[src/rtl/edo_ctrl_pkg.sv]
package edo_ctrl_pkg;

  typedef enum logic [2:0] {
    S_IDLE,
    S_PRECH,
    S_ROW,
    S_COLSU,
    S_STROBE,
    S_RECOV,
    S_OPEN
  } seq_state_t;

  function automatic logic row_low(input seq_state_t s);
    return (s == S_ROW) || (s == S_COLSU) || (s == S_STROBE) ||
           (s == S_RECOV) || (s == S_OPEN);
  endfunction

endpackage

[src/rtl/edo_addr_mux.sv]
module edo_addr_mux #(
  parameter int ROW_W = 11,
  parameter int COL_W = 10
) (
  input  logic [ROW_W-1:0] row,
  input  logic [COL_W-1:0] col,
  input  logic             sel_row,
  output logic [ROW_W-1:0] bus
);
  generate
    if (ROW_W > COL_W) begin : g_pad
      // column phase drives the extra upper bits low
      assign bus = sel_row ? row : {{(ROW_W-COL_W){1'b0}}, col};
    end else begin : g_same
      assign bus = sel_row ? row : col[ROW_W-1:0];
    end
  endgenerate
endmodule

[src/rtl/edo_page_tracker.sv]
module edo_page_tracker #(
  parameter int ROW_W      = 11,
  parameter int IDLE_LIMIT = 64,
  parameter int MAX_OPEN   = 9000
) (
  input  logic             clk,
  input  logic             rst,
  input  logic             act_evt,
  input  logic [ROW_W-1:0] act_row,
  input  logic             close_evt,
  input  logic             access_evt,
  input  logic             in_open,
  input  logic [ROW_W-1:0] cmp_row,
  output logic             page_hit,
  output logic             close_due
);
  localparam int IW = $clog2(IDLE_LIMIT + 1);
  localparam int AW = $clog2(MAX_OPEN + 1);

  logic             page_valid;
  logic [ROW_W-1:0] open_row;
  logic [IW-1:0]    idle_cnt;
  logic [AW-1:0]    age_cnt;

  always_ff @(posedge clk) begin
    if (rst) begin
      page_valid <= 1'b0;
      open_row   <= '0;
      idle_cnt   <= '0;
      age_cnt    <= '0;
    end else if (act_evt) begin
      page_valid <= 1'b1;
      open_row   <= act_row;
      idle_cnt   <= '0;
      age_cnt    <= '0;
    end else if (close_evt) begin
      page_valid <= 1'b0;
    end else begin
      if (access_evt)
        idle_cnt <= '0;
      else if (in_open && idle_cnt != IW'(IDLE_LIMIT))
        idle_cnt <= idle_cnt + 1'b1;
      if (page_valid && age_cnt != AW'(MAX_OPEN))
        age_cnt <= age_cnt + 1'b1;
    end
  end

  assign page_hit  = page_valid && (open_row == cmp_row);
  assign close_due = page_valid &&
                     ((idle_cnt == IW'(IDLE_LIMIT)) || (age_cnt == AW'(MAX_OPEN)));


  timeout_close_chk: assert property (@(posedge clk) disable iff (rst)
    (close_due && in_open) |=> !page_valid);

endmodule

[src/rtl/edo_seq.sv]
module edo_seq
  import edo_ctrl_pkg::*;
#(
  parameter int ROW_W  = 11,
  parameter int COL_W  = 10,
  parameter int LANES  = 8,
  parameter int T_RCD  = 2,
  parameter int T_CASL = 2,
  parameter int T_RP   = 4
) (
  input  logic               clk,
  input  logic               rst,
  input  logic               refresh_busy,
  input  logic               req_valid,
  input  logic               req_write,
  input  logic [ROW_W-1:0]   req_row,
  input  logic [COL_W-1:0]   req_col,
  input  logic [LANES-1:0]   req_be,
  input  logic [LANES*8-1:0] req_wdata,
  output logic               req_ready,
  input  logic               page_hit,
  input  logic               close_due,
  output logic               act_evt,
  output logic [ROW_W-1:0]   act_row,
  output logic               close_evt,
  output logic               access_evt,
  output logic               in_open,
  output logic               ras_n,
  output logic [LANES-1:0]   cas_n,
  output logic               we_n,
  output logic               oe_n,
  output logic [ROW_W-1:0]   addr,
  output logic [LANES*8-1:0] dq_out,
  output logic               dq_oe,
  input  logic [LANES*8-1:0] dq_in,
  output logic               rsp_valid,
  output logic [LANES*8-1:0] rsp_rdata
);
  localparam int DW = LANES * 8;
  localparam int CW = $clog2(T_RCD + T_CASL + T_RP + 1);

  seq_state_t       state, nxt;
  logic [CW-1:0]    cnt, cnt_n;
  logic             pend, pend_n;
  logic             l_write;
  logic [ROW_W-1:0] l_row;
  logic [COL_W-1:0] l_col;
  logic [LANES-1:0] l_be;
  logic [DW-1:0]    l_wdata;
  logic             accept;

  logic             f_write;
  logic [ROW_W-1:0] f_row;
  logic [COL_W-1:0] f_col;
  logic [LANES-1:0] f_be;
  logic [DW-1:0]    f_wdata;
  logic [ROW_W-1:0] addr_n;
  logic             col_phase, drive_ph;

  assign req_ready  = !refresh_busy &&
                      ((state == S_IDLE) || ((state == S_OPEN) && !close_due));
  assign accept     = req_valid && req_ready;
  assign in_open    = (state == S_OPEN);
  assign access_evt = (state == S_RECOV);

  // fields of the access the next cycle belongs to
  assign f_write = accept ? req_write : l_write;
  assign f_row   = accept ? req_row   : l_row;
  assign f_col   = accept ? req_col   : l_col;
  assign f_be    = accept ? req_be    : l_be;
  assign f_wdata = accept ? req_wdata : l_wdata;
  assign act_row = f_row;

  always_comb begin
    nxt       = state;
    cnt_n     = cnt;
    pend_n    = pend;
    act_evt   = 1'b0;
    close_evt = 1'b0;
    case (state)
      S_IDLE: if (accept) begin
        nxt     = S_ROW;
        cnt_n   = CW'(T_RCD - 2);
        act_evt = 1'b1;
      end
      S_PRECH: begin
        if (cnt != '0) cnt_n = cnt - 1'b1;
        else if (!pend) nxt = S_IDLE;
        else if (!refresh_busy) begin
          nxt     = S_ROW;
          cnt_n   = CW'(T_RCD - 2);
          pend_n  = 1'b0;
          act_evt = 1'b1;
        end
      end
      S_ROW: begin
        if (cnt != '0) cnt_n = cnt - 1'b1;
        else nxt = S_COLSU;
      end
      S_COLSU: begin
        nxt   = S_STROBE;
        cnt_n = CW'(T_CASL - 1);
      end
      S_STROBE: begin
        if (cnt != '0) cnt_n = cnt - 1'b1;
        else nxt = S_RECOV;
      end
      S_RECOV: nxt = S_OPEN;
      S_OPEN: begin
        if (accept && page_hit) nxt = S_COLSU;
        else if (accept || close_due || refresh_busy) begin
          nxt       = S_PRECH;
          cnt_n     = CW'(T_RP - 1);
          pend_n    = accept;
          close_evt = 1'b1;
        end
      end
      default: nxt = S_IDLE;
    endcase
  end

  assign col_phase = (nxt == S_COLSU) || (nxt == S_STROBE);
  assign drive_ph  = col_phase || (nxt == S_RECOV);

  edo_addr_mux #(.ROW_W(ROW_W), .COL_W(COL_W)) u_mux (
    .row(f_row), .col(f_col), .sel_row(nxt == S_ROW), .bus(addr_n)
  );

  always_ff @(posedge clk) begin
    if (rst) begin
      state     <= S_IDLE;
      cnt       <= '0;
      pend      <= 1'b0;
      l_write   <= 1'b0;
      l_row     <= '0;
      l_col     <= '0;
      l_be      <= '0;
      l_wdata   <= '0;
      ras_n     <= 1'b1;
      cas_n     <= '1;
      we_n      <= 1'b1;
      oe_n      <= 1'b1;
      addr      <= '0;
      dq_out    <= '0;
      dq_oe     <= 1'b0;
      rsp_valid <= 1'b0;
      rsp_rdata <= '0;
    end else begin
      state <= nxt;
      cnt   <= cnt_n;
      pend  <= pend_n;
      if (accept) begin
        l_write <= req_write;
        l_row   <= req_row;
        l_col   <= req_col;
        l_be    <= req_be;
        l_wdata <= req_wdata;
      end
      ras_n  <= !row_low(nxt);
      cas_n  <= (nxt == S_STROBE) ? (f_write ? ~f_be : '0) : '1;
      we_n   <= !(f_write && col_phase);
      dq_oe  <= f_write && col_phase;
      oe_n   <= !(!f_write && drive_ph);
      addr   <= addr_n;
      dq_out <= f_wdata;
      // EDO capture: strobes already high, bank output still held
      rsp_valid <= (state == S_RECOV) && !l_write;
      if ((state == S_RECOV) && !l_write) rsp_rdata <= dq_in;
    end
  end


  cas_under_ras_chk: assert property (@(posedge clk) disable iff (rst)
    (cas_n != '1) |-> !ras_n);


  early_write_chk: assert property (@(posedge clk) disable iff (rst)
    ((cas_n != '1) && $past(cas_n == '1) && !we_n) |-> $past(!we_n));


  no_contention_chk: assert property (@(posedge clk) disable iff (rst)
    !oe_n |-> !dq_oe);


  refresh_block_chk: assert property (@(posedge clk) disable iff (rst)
    refresh_busy |-> !req_ready);


  rsp_pulse_chk: assert property (@(posedge clk) disable iff (rst)
    rsp_valid |=> !rsp_valid);

endmodule

[src/rtl/edo_page_ctrl.sv]
module edo_page_ctrl #(
  parameter int ROW_W      = 11,
  parameter int COL_W      = 10,
  parameter int LANES      = 8,
  parameter int T_RCD      = 2,
  parameter int T_CASL     = 2,
  parameter int T_RP       = 4,
  parameter int IDLE_LIMIT = 64,
  parameter int MAX_OPEN   = 9000
) (
  input  logic                     clk,
  input  logic                     rst,
  input  logic                     req_valid,
  output logic                     req_ready,
  input  logic                     req_write,
  input  logic [ROW_W+COL_W-1:0]   req_addr,
  input  logic [LANES-1:0]         req_be,
  input  logic [LANES*8-1:0]       req_wdata,
  output logic                     rsp_valid,
  output logic [LANES*8-1:0]       rsp_rdata,
  input  logic                     refresh_busy,
  output logic                     dram_ras_n,
  output logic [LANES-1:0]         dram_cas_n,
  output logic                     dram_we_n,
  output logic                     dram_oe_n,
  output logic [ROW_W-1:0]         dram_addr,
  output logic [LANES*8-1:0]       dram_dq_out,
  output logic                     dram_dq_oe,
  input  logic [LANES*8-1:0]       dram_dq_in
);
  logic [ROW_W-1:0] req_row, act_row;
  logic [COL_W-1:0] req_col;
  logic page_hit, close_due, act_evt, close_evt, access_evt, in_open;

  assign req_row = req_addr[ROW_W+COL_W-1:COL_W];
  assign req_col = req_addr[COL_W-1:0];

  edo_page_tracker #(.ROW_W(ROW_W), .IDLE_LIMIT(IDLE_LIMIT), .MAX_OPEN(MAX_OPEN)) u_trk (
    .clk(clk), .rst(rst), .act_evt(act_evt), .act_row(act_row),
    .close_evt(close_evt), .access_evt(access_evt), .in_open(in_open),
    .cmp_row(req_row), .page_hit(page_hit), .close_due(close_due)
  );

  edo_seq #(.ROW_W(ROW_W), .COL_W(COL_W), .LANES(LANES),
            .T_RCD(T_RCD), .T_CASL(T_CASL), .T_RP(T_RP)) u_seq (
    .clk(clk), .rst(rst), .refresh_busy(refresh_busy),
    .req_valid(req_valid), .req_write(req_write), .req_row(req_row),
    .req_col(req_col), .req_be(req_be), .req_wdata(req_wdata),
    .req_ready(req_ready), .page_hit(page_hit), .close_due(close_due),
    .act_evt(act_evt), .act_row(act_row), .close_evt(close_evt),
    .access_evt(access_evt), .in_open(in_open),
    .ras_n(dram_ras_n), .cas_n(dram_cas_n), .we_n(dram_we_n), .oe_n(dram_oe_n),
    .addr(dram_addr), .dq_out(dram_dq_out), .dq_oe(dram_dq_oe),
    .dq_in(dram_dq_in), .rsp_valid(rsp_valid), .rsp_rdata(rsp_rdata)
  );
endmodule

[config.mk]
export PLATFORM = sky130hd
export DESIGN_NAME = edo_page_ctrl
export DESIGN_NICKNAME = d
export VERILOG_FILES = /design/src/rtl/edo_ctrl_pkg.sv /design/src/rtl/edo_addr_mux.sv /design/src/rtl/edo_page_tracker.sv /design/src/rtl/edo_seq.sv /design/src/rtl/edo_page_ctrl.sv
export SDC_FILE = /design/constraint.sdc
export NUM_CORES = 1
export LEC_CHECK = 0
export ABC_AREA = 1
export BUFFER_PORTS_ARGS = -buffer_cell sky130_fd_sc_hd__buf_4
export CAP_MARGIN = 20
export CORE_ASPECT_RATIO = 0.8
export CORE_MARGIN = 2
export CORE_UTILIZATION = 50
export CTS_BUF_LIST = sky130_fd_sc_hd__clkbuf_16
export DETAILED_ROUTE_END_ITERATION = 8
export PLACE_DENSITY = 0.8
export SYNTH_ARGS = -nofsm -noshare
export SYNTH_HDL_FRONTEND = slang
export SYNTH_SLANG_ARGS = --single-unit
[constraint.sdc]
create_clock -name clk -period 2.1 [get_ports clk]
set_input_delay 0.105 -clock clk [delete_from_list [all_inputs] [get_ports clk]]
set_output_delay 0.105 -clock clk [all_outputs]
set_load 0.1 [all_outputs]
==> results by group <==
Run status
  – Outcome: complete, no violations

Worst setup path
  – Critical Path Start: u_trk.age_cnt[8]$_SDFFE_PP0P_
  – Crit-path max FO: 6
  – Category of the worst setup path capture point: primary output
  – Data required time at the worst endpoint: 2000 ps
  – Register-to-register setup slack: 40 ps
  – RR Endpoint: u_seq.addr[9]$_SDFF_PP0_
  – R2r worst-path depth: 15
  – Worst EP arrival: 1990 ps
  – Worst reg2reg path startpoint: u_trk.age_cnt[8]$_SDFFE_PP0P_
  – Startpoint kind of the worst setup timing path: register
  – Kind of critical path: register to primary output

Floorplanning
  – Overall die area: a little under 20000 sq um
  – Width of the die: 155.2 microns
  – Top-Level Pins: roughly 320
  – Row Count: 44
  – Initial core utilization: 0.5067
  – Die span in y: 125.0 microns
  – Placeable core area: 18060 sq um

Synthesis
  – Number of library cell types mapped by synthesis: 40
  – Post-synth top area share: 0.4880
  – Count leader, synth: sky130_fd_sc_hd__nor2_1
  – Average footprint of a synthesized cell: 7.331 sq um
  – Fraction of the yosys area taken by sequential cells: 0.4880
  – Gate count after technology mapping: 1248
  – Dominant synthesized flop cell: sky130_fd_sc_hd__dfxtp_1
  – Cell accounting for the most synthesized area: sky130_fd_sc_hd__dfxtp_1
  – Number of flops mapped to enable cells by yosys: 0
  – Mapped Nets: ~1400
  – Register bit count reported by yosys: 223
  – Commonest cells in the netlist: sky130_fd_sc_hd__nor2_1, sky130_fd_sc_hd__dfxtp_1, sky130_fd_sc_hd__nand2_1
  – Cell types with the largest area share after synthesis: sky130_fd_sc_hd__dfxtp_1, sky130_fd_sc_hd__nor2_1, sky130_fd_sc_hd__nand2_1
  – Warnings, synthesis: 0
  – Post-synthesis cell area: 9149 sq um
  – Proportion of register bits with asynchronous set or reset after synthesis: 0

STA
  – Final critical-path share of the clock period: 0.9991
  – Max Clock Skew: about 8.8 ps
  – Hold Fails Final Rpt: 0
  – Transition time at the pin with the least slew margin: 760.3 ps
  – Number of setup violations in the final report: 0
  – Setup repair after global routing missed its margin: yes
  – Tmin final: 2098 ps
  – Peak Freq: 476.6 MHz
  – Remaining max-slew budget at the tightest pin: 0.4926
  – Crit path setup slack, layout: a little under 2 ps
  – Pins Over Slew Limit: 0

Routing
  – Starting DRT DRC Count: 1115
  – Post-DR wirelength/cell: 18.37 microns
  – Via total after detailed routing: ~11000
  – Mean number of vias per cell: 5.486
  – Final Routed Wirelength: 36020 microns
  – Routed Antenna Nets: 0
  – Post-detailed-route DRC marker count: 0
  – Number of search-and-repair iterations in the first detailed-routing pass: 5

Clock network
  – CTS tree: built
  – Clock sink total: 223
  – Number of H-tree branching levels: 1
  – Total CTS buffers: 23
  – Buffer cell driving the clock tree root: sky130_fd_sc_hd__clkbuf_16
  – Number of buffers on the longest clock path: 3
  – Clock-pin transition on the worst setup and hold timing paths: 60 ps
  – Skew-Pair Late Insertion Delay: 510 ps

Place
  – Place WS: 11.75 ps
  – Total of buffers placed on input and output ports: between 300 and 400
  – Final RePlAce weighted congestion: 0.9237
  – Detail Placement HPWL: 19500 microns
  – Placement-stage cell area: between 10000 and 15000 sq um
  – Total instance count after detailed placement: 1760

Min path
  – Instance count along the most critical hold path: 5
  – Path category of the worst min-delay check: input pin to register
  – End point of the most critical hold path: u_seq.l_row[3]$_SDFF_PP0_
  – Startpoint of the lowest-slack hold path: req_addr[13]

Final layout
  – Area added between synthesis and finish: 57.15%
  – Utilization of the core after routing: 0.7962
  – Fill cells: 1021
  – NumNets Final: 1883
  – Post-route design area: 14380 sq um
  – Proportion of layout cells with a drive suffix above 1: 0.2717
  – Final Instance Count excl. Fillers: 1961

Global route
  – Vias in the first global route: 10490
  – Overflow left after global routing: 0
  – Maximum number of pins on one net before global-route repair: 65
  – Initial antenna violation count: 1
  – Overall Global Routing Usage: 0.3396
  – Wire length of the first global-routing pass: 53430 microns

Power and ir drop
  – Peak supply drop: slightly below 800 uV
  – Areal power density over the cells: 1078 nW/um^2
  – Leakage dissipation: 0.006827 uW

Run
  – Maximum Capacitance Violations: 0
[cells in the final DEF (no fill, tap or decap), types with 2 or more instances in the layout]
master	n
sky130_fd_sc_hd__inv_1	86
sky130_fd_sc_hd__ha_1	5
sky130_fd_sc_hd__clkinv_2	7
sky130_fd_sc_hd__buf_12	12
sky130_fd_sc_hd__buf_6	3
sky130_fd_sc_hd__clkbuf_16	27
sky130_fd_sc_hd__xor2_1	16
sky130_fd_sc_hd__buf_4	344
sky130_fd_sc_hd__o21ai_1	7
sky130_fd_sc_hd__bufinv_16	2
sky130_fd_sc_hd__nand4_1	14
sky130_fd_sc_hd__nor2_1	310
sky130_fd_sc_hd__nand3_2	3
sky130_fd_sc_hd__nand3_1	66
sky130_fd_sc_hd__or2_1	5
sky130_fd_sc_hd__clkinv_1	2
sky130_fd_sc_hd__nand2_2	6
sky130_fd_sc_hd__a22oi_1	6
sky130_fd_sc_hd__or2_0	2
sky130_fd_sc_hd__nor2_2	24
sky130_fd_sc_hd__o211ai_1	2
sky130_fd_sc_hd__nand2_1	177
sky130_fd_sc_hd__o21ai_0	128
sky130_fd_sc_hd__or2_2	2
sky130_fd_sc_hd__inv_2	9
sky130_fd_sc_hd__dfxtp_1	219
sky130_fd_sc_hd__xnor2_1	4
sky130_fd_sc_hd__nor4_1	2
sky130_fd_sc_hd__dfxtp_2	4
sky130_fd_sc_hd__o21ai_2	8
sky130_fd_sc_hd__a21oi_2	4
sky130_fd_sc_hd__nor3_1	7
sky130_fd_sc_hd__nand2_8	4
sky130_fd_sc_hd__nor2_4	3
sky130_fd_sc_hd__dlygate4sd3_1	146
sky130_fd_sc_hd__a21oi_1	49
[flip-flops by register name, summed over array words and instances (netlist names), 3 cells and up]
signal / cells
u_seq.cas_n: 8
u_seq.cnt: 4
u_seq.l_be: 8
u_seq.addr: 11
u_trk.age_cnt: 14
u_seq.l_row: 11
u_seq.rsp_rdata: 64
u_seq.l_col: 10
u_seq.state: 3
u_trk.open_row: 11
u_trk.idle_cnt: 7
u_seq.l_wdata: 64
[cells by family (layout without fill, tap and decap cells)]
kind of cell	count (synthesis)	count (layout)	synth area share
AND/OR/NAND/NOR	630	630	0.2861
flip-flops	223	223	0.4880
AO/OA/AOI/OAI	210	210	0.1217
buffers and inverters	159	641	0.07686
XOR/XNOR	20	20	0.01915
adder cells (fa/ha/maj)	6	6	0.008205
other	0	1	0
[routing by layer]
layer	GRT usage	part of all wire	vias to the layer above	wire, microns
met5	0	0	-	0
met4	0.1738	0.062	0	2226
met3	0.07903	0.096	180	3447
met2	0.5851	0.48	754	17240
met1	0.3959	0.36	4909	13110
li1	-	-	4916	-
[per-stage QoR]
step	TNS [ps]	total power, uW	hold slack (ps)
global placement	0	10630	325.2
floorplan	0	9308	239.9
finish	0	15500	19.91
global route	-1395	16030	46.35
CTS	0	14850	2.684
detailed placement	0	10710	330.7
[how the worst max path moves through the flow]
| stage | to |
|---|---|
| after floorplan | u_seq.addr[9]$_SDFF_PP0_ |
| after global placement | u_seq.cas_n[0]$_SDFF_PP1_ |
| after detailed placement | u_seq.l_wdata[2]$_SDFFE_PP0N_ |
| after CTS | req_ready |
| after global routing | req_ready |
| final | req_ready |
[timing repair]
item	4_1_cts	5_1_grt
gates cloned	1	4
endpoints found under the setup margin	2	138
gates resized for setup	5	62
hold buffers	146	0
buffers inserted	5	4
endpoints found under the hold margin	158	0
pin swaps	1	5
[worst max-delay path, stage by stage, from the launching register on]
cell                      delay (ps)
sky130_fd_sc_hd__dfxtp_1         410
sky130_fd_sc_hd__nand2_2         110
sky130_fd_sc_hd__inv_1            80
sky130_fd_sc_hd__nand2_1          60
sky130_fd_sc_hd__nor2_1          120
sky130_fd_sc_hd__nand2_1          80
sky130_fd_sc_hd__nand2_2          70
sky130_fd_sc_hd__nand2_2          70
sky130_fd_sc_hd__nand3_4         100
sky130_fd_sc_hd__nand2_8          90
sky130_fd_sc_hd__buf_6           140
sky130_fd_sc_hd__buf_12          160
[final cells by class]
class	instances	area [sq um]	area share
multi-input combinational	866	4139	0.2879
clock buffer	23	575.6	0.04003
tap	230	287.8	0.02002
sequential	223	4469	0.3109
inverter	90	341.6	0.02376
clock inverter	17	123.9	0.008615
timing repair buffer	511	4438	0.3087
antenna	1	2.502	0.0001740
[power breakdown]
| group | internal [uW] | switching [uW] | leakage (uW) | total, uW |
|---|---|---|---|---|
| combinational | 1880 | 4570 | 0.00463 | 6450 |
| clock | 2230 | 1710 | 0.000376 | 3940 |
| sequential | 4760 | 348 | 0.00182 | 5110 |
| total | 8860 | 6640 | 0.00683 | 15500 |
(Power assumes the default switching activity.)
